$ cat src/rtl/sysctl_pkg.sv
`timescale 1ns/1ps
// Shared types for the key-protected control bank.
// Assumes one access per cycle; the decode result selects exactly one target.
package sysctl_pkg;
    typedef enum logic [2:0] {
        SEL_NONE,
        SEL_KEY,
        SEL_STRAP_SET,
        SEL_STRAP_CLR,
        SEL_PIN_A,
        SEL_PIN_B
    } reg_sel_e;
endpackage

$ cat src/rtl/sysctl_key_lock.sv
`timescale 1ns/1ps
// Holds the lock state of the bank.
// Any write to the key offset updates it: the magic value unlocks, every other
// value locks. Assumes key_wr is already qualified by the address decode.
module sysctl_key_lock #(
    parameter int          DATA_W = 32,
    parameter logic [31:0] KEY    = 32'h1688A8A8
) (
    input  logic              clk,
    input  logic              rst_n,
    input  logic              key_wr,
    input  logic [DATA_W-1:0] wdata,
    output logic              unlocked
);
    localparam logic [DATA_W-1:0] KEY_W = DATA_W'(KEY);

    // Track the lock state from writes to the key offset.
    always_ff @(posedge clk) begin
        if (!rst_n)      unlocked <= 1'b0;
        else if (key_wr) unlocked <= (wdata == KEY_W);
    end

    p_key_unlocks_r2: assert property (@(posedge clk) disable iff (!rst_n)
        (key_wr && wdata == KEY_W) |=> unlocked);
    p_other_locks_r3: assert property (@(posedge clk) disable iff (!rst_n)
        (key_wr && wdata != KEY_W) |=> !unlocked);
    p_lock_holds_r9: assert property (@(posedge clk) disable iff (!rst_n)
        !key_wr |=> $stable(unlocked));
endmodule

$ cat src/rtl/sysctl_strap_reg.sv
`timescale 1ns/1ps
// Strap word: captured from pins during reset, then changed only through the
// set (W1S) and clear (W1C) requests. Assumes set_req and clr_req are
// never both high, which the single-address decode guarantees.
module sysctl_strap_reg #(
    parameter int DATA_W = 32
) (
    input  logic              clk,
    input  logic              rst_n,
    input  logic              unlocked,
    input  logic              set_req,
    input  logic              clr_req,
    input  logic [DATA_W-1:0] wdata,
    input  logic [DATA_W-1:0] pins,
    output logic [DATA_W-1:0] q
);
    logic set_en;
    logic clr_en;

    // Gate requests with the lock state.
    always_comb begin
        set_en = set_req && unlocked;
        clr_en = clr_req && unlocked;
    end

    // Load from the pins in reset; apply W1S and W1C afterwards.
    always_ff @(posedge clk) begin
        if (!rst_n)      q <= pins;
        else if (set_en) q <= q | wdata;
        else if (clr_en) q <= q & ~wdata;
    end

    p_locked_hold_r4: assert property (@(posedge clk) disable iff (!rst_n)
        !unlocked |=> $stable(q));
    p_set_bits_r6: assert property (@(posedge clk) disable iff (!rst_n)
        (unlocked && set_req) |=> ((q & $past(wdata)) == $past(wdata)));
    p_clr_bits_r7: assert property (@(posedge clk) disable iff (!rst_n)
        (unlocked && clr_req) |=> ((q & $past(wdata)) == '0));
endmodule

$ cat src/rtl/sysctl_pin_reg.sv
`timescale 1ns/1ps
// One read/write pin control word, cleared in reset. It loads only when
// the decode selects it and the bank is unlocked.
module sysctl_pin_reg #(
    parameter int DATA_W = 32
) (
    input  logic              clk,
    input  logic              rst_n,
    input  logic              unlocked,
    input  logic              wr_req,
    input  logic [DATA_W-1:0] wdata,
    output logic [DATA_W-1:0] q
);
    // Store write data when the write is allowed.
    always_ff @(posedge clk) begin
        if (!rst_n)                  q <= '0;
        else if (wr_req && unlocked) q <= wdata;
    end

    p_pin_write_r5: assert property (@(posedge clk) disable iff (!rst_n)
        (wr_req && unlocked) |=> (q == $past(wdata)));
    p_pin_locked_r4: assert property (@(posedge clk) disable iff (!rst_n)
        !unlocked |=> $stable(q));
endmodule

$ cat src/rtl/sysctl_keyed_regs.sv
`timescale 1ns/1ps
// Top of the key-protected control bank: address decode, lock state,
// strap word, two pin control words and the combinational read mux.
// Assumes word-aligned byte offsets and one access per cycle.
module sysctl_keyed_regs
    import sysctl_pkg::*;
#(
    parameter int                ADDR_W    = 8,
    parameter int                DATA_W    = 32,
    parameter logic [31:0]       UNLOCK    = 32'h1688A8A8,
    parameter logic [31:0]       REV_ID    = 32'h0304_0A11,
    parameter logic [ADDR_W-1:0] OFF_KEY   = 8'h00,
    parameter logic [ADDR_W-1:0] OFF_SET   = 8'h70,
    parameter logic [ADDR_W-1:0] OFF_CLR   = 8'h7C,
    parameter logic [ADDR_W-1:0] OFF_PIN_A = 8'h80,
    parameter logic [ADDR_W-1:0] OFF_PIN_B = 8'h8C
) (
    input  logic              clk,
    input  logic              rst_n,
    input  logic [ADDR_W-1:0] bus_addr,
    input  logic [DATA_W-1:0] bus_wdata,
    input  logic              bus_wr,
    output logic [DATA_W-1:0] bus_rdata,
    input  logic [DATA_W-1:0] strap_pins,
    output logic [DATA_W-1:0] pinctl_a,
    output logic [DATA_W-1:0] pinctl_b,
    output logic [DATA_W-1:0] strap_q
);
    localparam int N_PIN = 2;

    reg_sel_e                      sel;
    logic                          unlocked;
    logic [N_PIN-1:0][DATA_W-1:0]  pin_q;
    logic [N_PIN-1:0]              pin_wr;

    // Decode the byte offset into a register select.
    always_comb begin
        if      (bus_addr == OFF_KEY)   sel = SEL_KEY;
        else if (bus_addr == OFF_SET)   sel = SEL_STRAP_SET;
        else if (bus_addr == OFF_CLR)   sel = SEL_STRAP_CLR;
        else if (bus_addr == OFF_PIN_A) sel = SEL_PIN_A;
        else if (bus_addr == OFF_PIN_B) sel = SEL_PIN_B;
        else                            sel = SEL_NONE;
    end

    sysctl_key_lock #(.DATA_W(DATA_W), .KEY(UNLOCK)) u_lock (
        .clk      (clk),
        .rst_n    (rst_n),
        .key_wr   (bus_wr && sel == SEL_KEY),
        .wdata    (bus_wdata),
        .unlocked (unlocked)
    );

    sysctl_strap_reg #(.DATA_W(DATA_W)) u_strap (
        .clk      (clk),
        .rst_n    (rst_n),
        .unlocked (unlocked),
        .set_req  (bus_wr && sel == SEL_STRAP_SET),
        .clr_req  (bus_wr && sel == SEL_STRAP_CLR),
        .wdata    (bus_wdata),
        .pins     (strap_pins),
        .q        (strap_q)
    );

    for (genvar g = 0; g < N_PIN; g++) begin : g_pin
        localparam reg_sel_e MY_SEL = (g == 0) ? SEL_PIN_A : SEL_PIN_B;
        // Raise this word's write request on a matching write.
        always_comb pin_wr[g] = bus_wr && (sel == MY_SEL);

        sysctl_pin_reg #(.DATA_W(DATA_W)) u_pin (
            .clk      (clk),
            .rst_n    (rst_n),
            .unlocked (unlocked),
            .wr_req   (pin_wr[g]),
            .wdata    (bus_wdata),
            .q        (pin_q[g])
        );
    end

    assign pinctl_a = pin_q[0];
    assign pinctl_b = pin_q[1];

    // Return the selected register; unmapped offsets read as zero.
    always_comb begin
        unique case (sel)
            SEL_KEY:       bus_rdata = {{(DATA_W-1){1'b0}}, unlocked};
            SEL_STRAP_SET: bus_rdata = strap_q;
            SEL_STRAP_CLR: bus_rdata = DATA_W'(REV_ID);
            SEL_PIN_A:     bus_rdata = pin_q[0];
            SEL_PIN_B:     bus_rdata = pin_q[1];
            default:       bus_rdata = '0;
        endcase
    end

    p_unmapped_zero_r9: assert property (@(posedge clk) disable iff (!rst_n)
        (sel == SEL_NONE) |-> (bus_rdata == '0));
    p_revid_read_r8: assert property (@(posedge clk) disable iff (!rst_n)
        (sel == SEL_STRAP_CLR) |-> (bus_rdata == DATA_W'(REV_ID)));
    p_reset_state_r1: assert property (@(posedge clk)
        !rst_n |=> (pinctl_a == '0 && pinctl_b == '0 && !unlocked));
endmodule

$ cat config.mk
export PLATFORM = sky130hd
export DESIGN_NAME = sysctl_keyed_regs
export DESIGN_NICKNAME = d
export VERILOG_FILES = /design/src/rtl/sysctl_pkg.sv /design/src/rtl/sysctl_key_lock.sv /design/src/rtl/sysctl_strap_reg.sv /design/src/rtl/sysctl_pin_reg.sv /design/src/rtl/sysctl_keyed_regs.sv
export SDC_FILE = /design/constraint.sdc
export NUM_CORES = 1
export LEC_CHECK = 0
export BUFFER_PORTS_ARGS = -buffer_cell sky130_fd_sc_hd__clkbuf_2
export CAP_MARGIN = 30
export CORE_AREA = 2 2 113 88
export CTS_CLUSTER_DIAMETER = 60
export CTS_CLUSTER_SIZE = 14
export DETAILED_ROUTE_END_ITERATION = 8
export DIE_AREA = 0 0 115 90
export PLACE_DENSITY = 0.83
export SYNTH_ARGS = -nofsm -noshare
export SYNTH_HDL_FRONTEND = slang
export SYNTH_SLANG_ARGS = --single-unit
$ cat constraint.sdc
create_clock -name clk -period 4.4 [get_ports clk]
set_clock_uncertainty 0.15 [all_clocks]
set_input_delay 0.66 -clock clk [delete_from_list [all_inputs] [get_ports clk]]
set_output_delay 0.66 -clock clk [all_outputs]
set_load 0.05 [all_outputs]
## After elaboration in Yosys (flattened, before gate mapping)

Cells that the tools add are included.

| word-level totals | value |
|---|---|
| register bits | 97 |
| input bits | 75 |

| cells by class | value |
|---|---|
| eq/ne operators | 11 |
| mux-type cells | 9 |
| bitwise logic cells | 3 |
| reductions and logical operators | 10 |

Operators by type and width:

| kind | count |
|---|---|
| 32-bit case mux with 5 select lines | 1 |
| 32-bit two-way mux | 3 |
| 32-bit AND | 1 |
| 32-bit by 29-bit equality test with 1-bit output, second input constant | 1 |
| 32-bit NOT | 1 |
| 32-bit OR | 1 |
| 8-bit by 7-bit equality test with 1-bit output, second input constant | 2 |
| 8-bit equality test, second input constant | 2 |
| 3-bit two-way mux | 5 |
| 1-bit logical AND | 9 |
| 8-bit logical NOT | 1 |
| 3-bit by 2-bit equality test with 1-bit output, second input constant | 2 |
| 3-bit equality test, second input constant | 2 |
| 3-bit by 1-bit equality test with 1-bit output, second input constant | 1 |
| 3-bit by 1-bit inequality test with 1-bit output, second input constant | 1 |

## Logic depth before layout (Yosys ltp)

| depth | value |
|---|---|
| depth in word-level cells | 12 |
| depth in mapped cells | 7 |
| depth with buffers taken out | 4 |

## Hierarchy

From an unflattened synthesis, not the netlist that was laid out.

| second synthesis, totals | value |
|---|---|
| cell total of the unflattened synthesis | 612 |
| area total of the unflattened synthesis | 5465.2 µm² |

Modules (own cells, without submodules):

| module | instances | cells each | area each (µm²) |
|---|---|---|---|
| sysctl_pin_reg | 2 | 147 | 1383.8 |
| sysctl_strap_reg | 1 | 178 | 1692.9 |
| sysctl_keyed_regs | 1 | 125 | 864.6 |
| sysctl_key_lock | 1 | 15 | 140.1 |

## Worst setup path after synthesis

OpenSTA, ideal clock, no wires.

| timing | value |
|---|---|
| path kind | input to output |
| from | input bus_addr[5] |
| to | output bus_rdata[25] |
| arrival | 2983 ps |
| data required time | 3590 ps |
| setup slack | 607 ps |
| cell stages on the path | 6 |
| path through | or4b_1 clkbuf_1 nor2_2 buf_2 a21boi_0 o21ai_0 |

| on the way | value |
|---|---|
| cells in the longest elaborated chain, start to end | 8 |
| elaborated cells between the ends (all ways) | 16 |
| those cells by class | 9 x eq/ne; 6 x mux; 1 x reduce/logical |

Ends and longest elaborated chain:

| what | line | RTL |
|---|---|---|
| start: declaration | sysctl_keyed_regs.sv:20 | `input logic [ADDR_W-1:0] bus_addr,` |
| 8-bit equality test | sysctl_keyed_regs.sv:42 | `else if (bus_addr == OFF_PIN_B) sel = SEL_PIN_B;` |
| 3-bit two-way mux | sysctl_keyed_regs.sv:42 |  |
| 3-bit two-way mux | sysctl_keyed_regs.sv:41 | `else if (bus_addr == OFF_PIN_A) sel = SEL_PIN_A;` |
| 3-bit two-way mux | sysctl_keyed_regs.sv:40 | `else if (bus_addr == OFF_CLR) sel = SEL_STRAP_CLR;` |
| 3-bit two-way mux | sysctl_keyed_regs.sv:39 | `else if (bus_addr == OFF_SET) sel = SEL_STRAP_SET;` |
| 3-bit two-way mux * | sysctl_keyed_regs.sv:38 | `if (bus_addr == OFF_KEY) sel = SEL_KEY;` |
| 3-bit equality test (tied with other cells) | sysctl_keyed_regs.sv:85 | `unique case (sel)` |
| 32-bit case mux with 5 select lines * | sysctl_keyed_regs.sv:85 |  |
| end: declaration | sysctl_keyed_regs.sv:23 | `output logic [DATA_W-1:0] bus_rdata,` |

Every way passes the cells marked *; elsewhere a longest branch is shown, timed or not.

## Worst setup path in the final report

| timing | value |
|---|---|
| from | input bus_addr[1] |
| to | output bus_rdata[25] |

The elaborated chain is that of the path after synthesis.

==> reports/qor.csv <==
stage,metric,value,unit
synth,Mapped Nets,612,
synth,synth unique cells,36,
die,die area,0.0104,mm2
final_layout,layout cell share with drive strength beyond 1,0.337,
synth,fraction of registers with async set/reset,0,
place,PortBufs,202,
synth,"top cells by area, synth","dfxtp_1 (28%), edfxtp_1 (21%), nand2_1 (16%)",
worst_setup_path,crit path DAT,2730,ps
drt,drt first pass iters,9,
power,Leakage,2.72,nW
clock_tree,H-tree depth,3,
clock_tree,"CTS clk-pin slew, worst paths",70,ps
die,Die Width,115,um
power,VDD IR max,0.189,mV
drt,WL final,15600,um
synth,number of synthesized register bits,97,
grt,grt total ovfl,0,
synth,"Avg Cell Area, Syn",8.52,um2
worst_setup_path,Reg2Reg Setup Slack,2250,ps
drt,vias per inst,5.91,
grt,GRT Util Overall,0.293,
drt,post-DR wirelength/cell,18.5,um
synth,post-synth top area share,0.284,
synth,Synth warnings,0,
clock_tree,clk root buf,clkbuf_16,
grt,vias in the first global route,4552,
worst_setup_path,Crit Path Category,in -> out,
die,Chip Height,90,um
clock_tree,clk_lat worst skew,320,ps
drt,DR WL met2,7480,um
power,Logic pwr share,0.115,
die,Rows,31,
clock_tree,Post-CTS Setup Inserts,0,
timing,final worst path period share,0.805,
worst_setup_path,FF-to-FF End,g_pin[1].u_pin.q[26],
synth,Most used DFF post-synth,dfxtp_1,
outcome,status,"complete, no violations",
final_layout,ANT cells,0,
worst_setup_path,worst path bufs/invs,3,
worst_setup_path,R2R Path Start,u_lock.unlocked,
die,starting density of the core,0.491,
grt,largest net degree at the start of global routing,52,
worst_setup_path,"CP delay by family, top",simple AND/OR/NAND/NOR gates,
final_layout,fin area,0.00596,mm2
final_layout,Layout Cells excl Fill,842,
timing,post-layout minimum cycle time,3540,ps
final_layout,Final #Nets,797,
worst_setup_path,Critical Path RT,3590,ps
worst_setup_path,crit path max fanout,26,
timing,Slew HR,0.524,
place,Inst Count DP,826,
worst_setup_path,CP Capture Type,output port,
timing,Final Max Slew Viols,0,
power,clock power share,0.396,
die,area of the core,0.00931,mm2
drt,met3 WL,1790,um
timing,Max Fclk,282,MHz
synth,Synth area leader,dfxtp_1,
final_layout,Layout Utilization,0.640,
power,sw power,0.518,mW
drt,DR top layer,met4,
place,RePlAce Congestion,0.832,
synth,number of flops mapped to enable cells by yosys,32,
worst_setup_path,startpoint types,input port,
timing,Finish-stage setup viols,0,
synth,mapped cell area,0.00457,mm2
worst_setup_path,Worst R2R Path Depth,5,
clock_tree,clock sinks,97,
clock_tree,Clock Path Buffers,2,
hold_path,"Endpoint, Worst Hold",g_pin[0].u_pin.q[22],
timing,Worst Tran Pin Value,714,ps
drt,DR DRC count,0,
hold_path,worst min path class,reg -> reg,
drt,Vias,4979,
hold_path,Hold Path Depth,2,
grt,first-pass GRT wire length,23800,um
final_layout,Area growth syn-to-layout,30.3,%
place,dpl cell area,0.00567,mm2
clock_tree,CTS tree,built,
drt,M1 wire length,6070,um
synth,Cells after Synth,537,
worst_setup_path,crit-path most repeated cell,clkbuf_2,
place,dpl hpwl,10900,um
drt,DRT iter0 DRCs,658,
hold_path,min-delay src,g_pin[0].u_pin.q[22],
clock_tree,total CTS buffers,9,
clock_tree,cts repair resizes,0,
power,sequential share of power,0.489,
grt,initial antenna violation count,0,
place,pre-CTS setup slack,871,ps
worst_setup_path,CP cell instances,"clkbuf_2, or4bb_1, nor2_2, buf_4, a21boi_0, o21ai_0, clkbuf_2",
timing,unrepaired setup endpoints after global routing,no,
synth,sequential area share after synthesis,0.495,
timing,setup TNS,0,ps
power,P per Cell Area,331,mW/mm2
timing,Final WS setup,858,ps
run,Max-Cap Viols,0,
drt,Routed Antenna Nets,0,
worst_setup_path,slowest cell delay on critical path,750,ps
clock_tree,cts hold-fix bufs,0,
power,P_int,1.46,mW
power,Sw Share,0.262,
worst_setup_path,"slowest stage cell, crit path",or4bb_1,
die,I/O pin count,203,
timing,Final Hold Violating Endpoints,0,
-- metrics by stage --
| stage | hold slack, ps | power (mW) |
|---|---|---|
| CTS | 326 | 1.98 |
| global route | 341 | 2.03 |
| floorplan | 329 | 1.12 |
| detailed placement | 315 | 1.21 |
| finish | 326 | 1.97 |
| global placement | 307 | 1.21 |
-- synthesized netlist by cell type, types with 3 or more instances --
library cell,n
nand2_1,199
a21oi_1,69
dfxtp_1,65
a22o_1,32
edfxtp_1,32
a222oi_1,25
inv_1,25
clkbuf_1,21
buf_2,17
buf_6,6
nor4_1,6
a221o_1,5
a21boi_0,3
nor2_1,3
-- how the worst max path moves through the flow --
stage           startpoint  cells past startpoint  slack, ps             to
2_1_floorplan  bus_addr[5]                      6        610  bus_rdata[25]
3_3_place_gp   bus_addr[1]                      7        980  bus_rdata[25]
3_5_place_dp   bus_addr[1]                      7        870  bus_rdata[25]
4_1_cts        bus_addr[1]                      7        870  bus_rdata[25]
5_1_grt        bus_addr[1]                      7        720  bus_rdata[25]
6_report       bus_addr[1]                      7        860  bus_rdata[25]
-- layer usage --
metal / vias up / global-route usage
met3: 22 / 0.0600
met2: 350 / 0.474
met5: - / 0
li1: 2265 / -
met1: 2342 / 0.398
met4: 0 / 0.0803
-- power by group through the flow --
stage / Clock [mW] / Combinational, mW / Sequential [mW]
2_1_floorplan: 0 / 0.0505 / 1.07
3_3_place_gp: 0 / 0.222 / 0.983
3_5_place_dp: 0 / 0.225 / 0.985
4_1_cts: 0.787 / 0.225 / 0.965
5_1_grt: 0.826 / 0.238 / 0.967
6_report: 0.781 / 0.227 / 0.966
-- worst min-delay path: cells and delay by family, from the launching register on --
| kind | cells | cell delay [ps] |
|---|---|---|
| flip-flops | 1 | 320 |
| AO/OA/AOI/OAI | 1 | 50 |
| AND/OR/NAND/NOR | 1 | 60 |
-- placed cells by master (no fill, tap or decap), types with 2 or more instances in the layout --
| master | count |
|---|---|
| clkinv_2 | 3 |
| a221o_1 | 5 |
| clkbuf_16 | 9 |
| and4b_1 | 2 |
| edfxtp_1 | 32 |
| nor2_2 | 3 |
| a22o_1 | 32 |
| a21oi_1 | 69 |
| nor3_4 | 2 |
| buf_4 | 16 |
| nand4_1 | 2 |
| nand4b_1 | 2 |
| nor4_1 | 5 |
| clkbuf_2 | 202 |
| nand2_1 | 199 |
| o21ai_0 | 2 |
| or3_1 | 2 |
| inv_6 | 2 |
| inv_1 | 25 |
| a21boi_0 | 3 |
| dfxtp_1 | 65 |
| a222oi_1 | 25 |
-- cell families (layout without fill, tap and decap cells) --
kind of cell	Yosys count	in the layout	synth area share
XOR/XNOR	1	1	0.00192
AO/OA/AOI/OAI	138	138	0.213
flip-flops	97	97	0.495
buffers and inverters	70	260	0.0719
multiplexers	1	1	0.00246
AND/OR/NAND/NOR	230	230	0.216
-- area by class of cell --
type	instances	area [um2]
fillers	805	3350
flip-flops and latches	97	2260
multi-input cells	370	2030
repair buffers	218	1130
clock buffers	10	229
well taps	115	144
inverters	26	98.8
clock inverters	6	65.1
No activity file was read; power rests on OpenSTA's default activity.
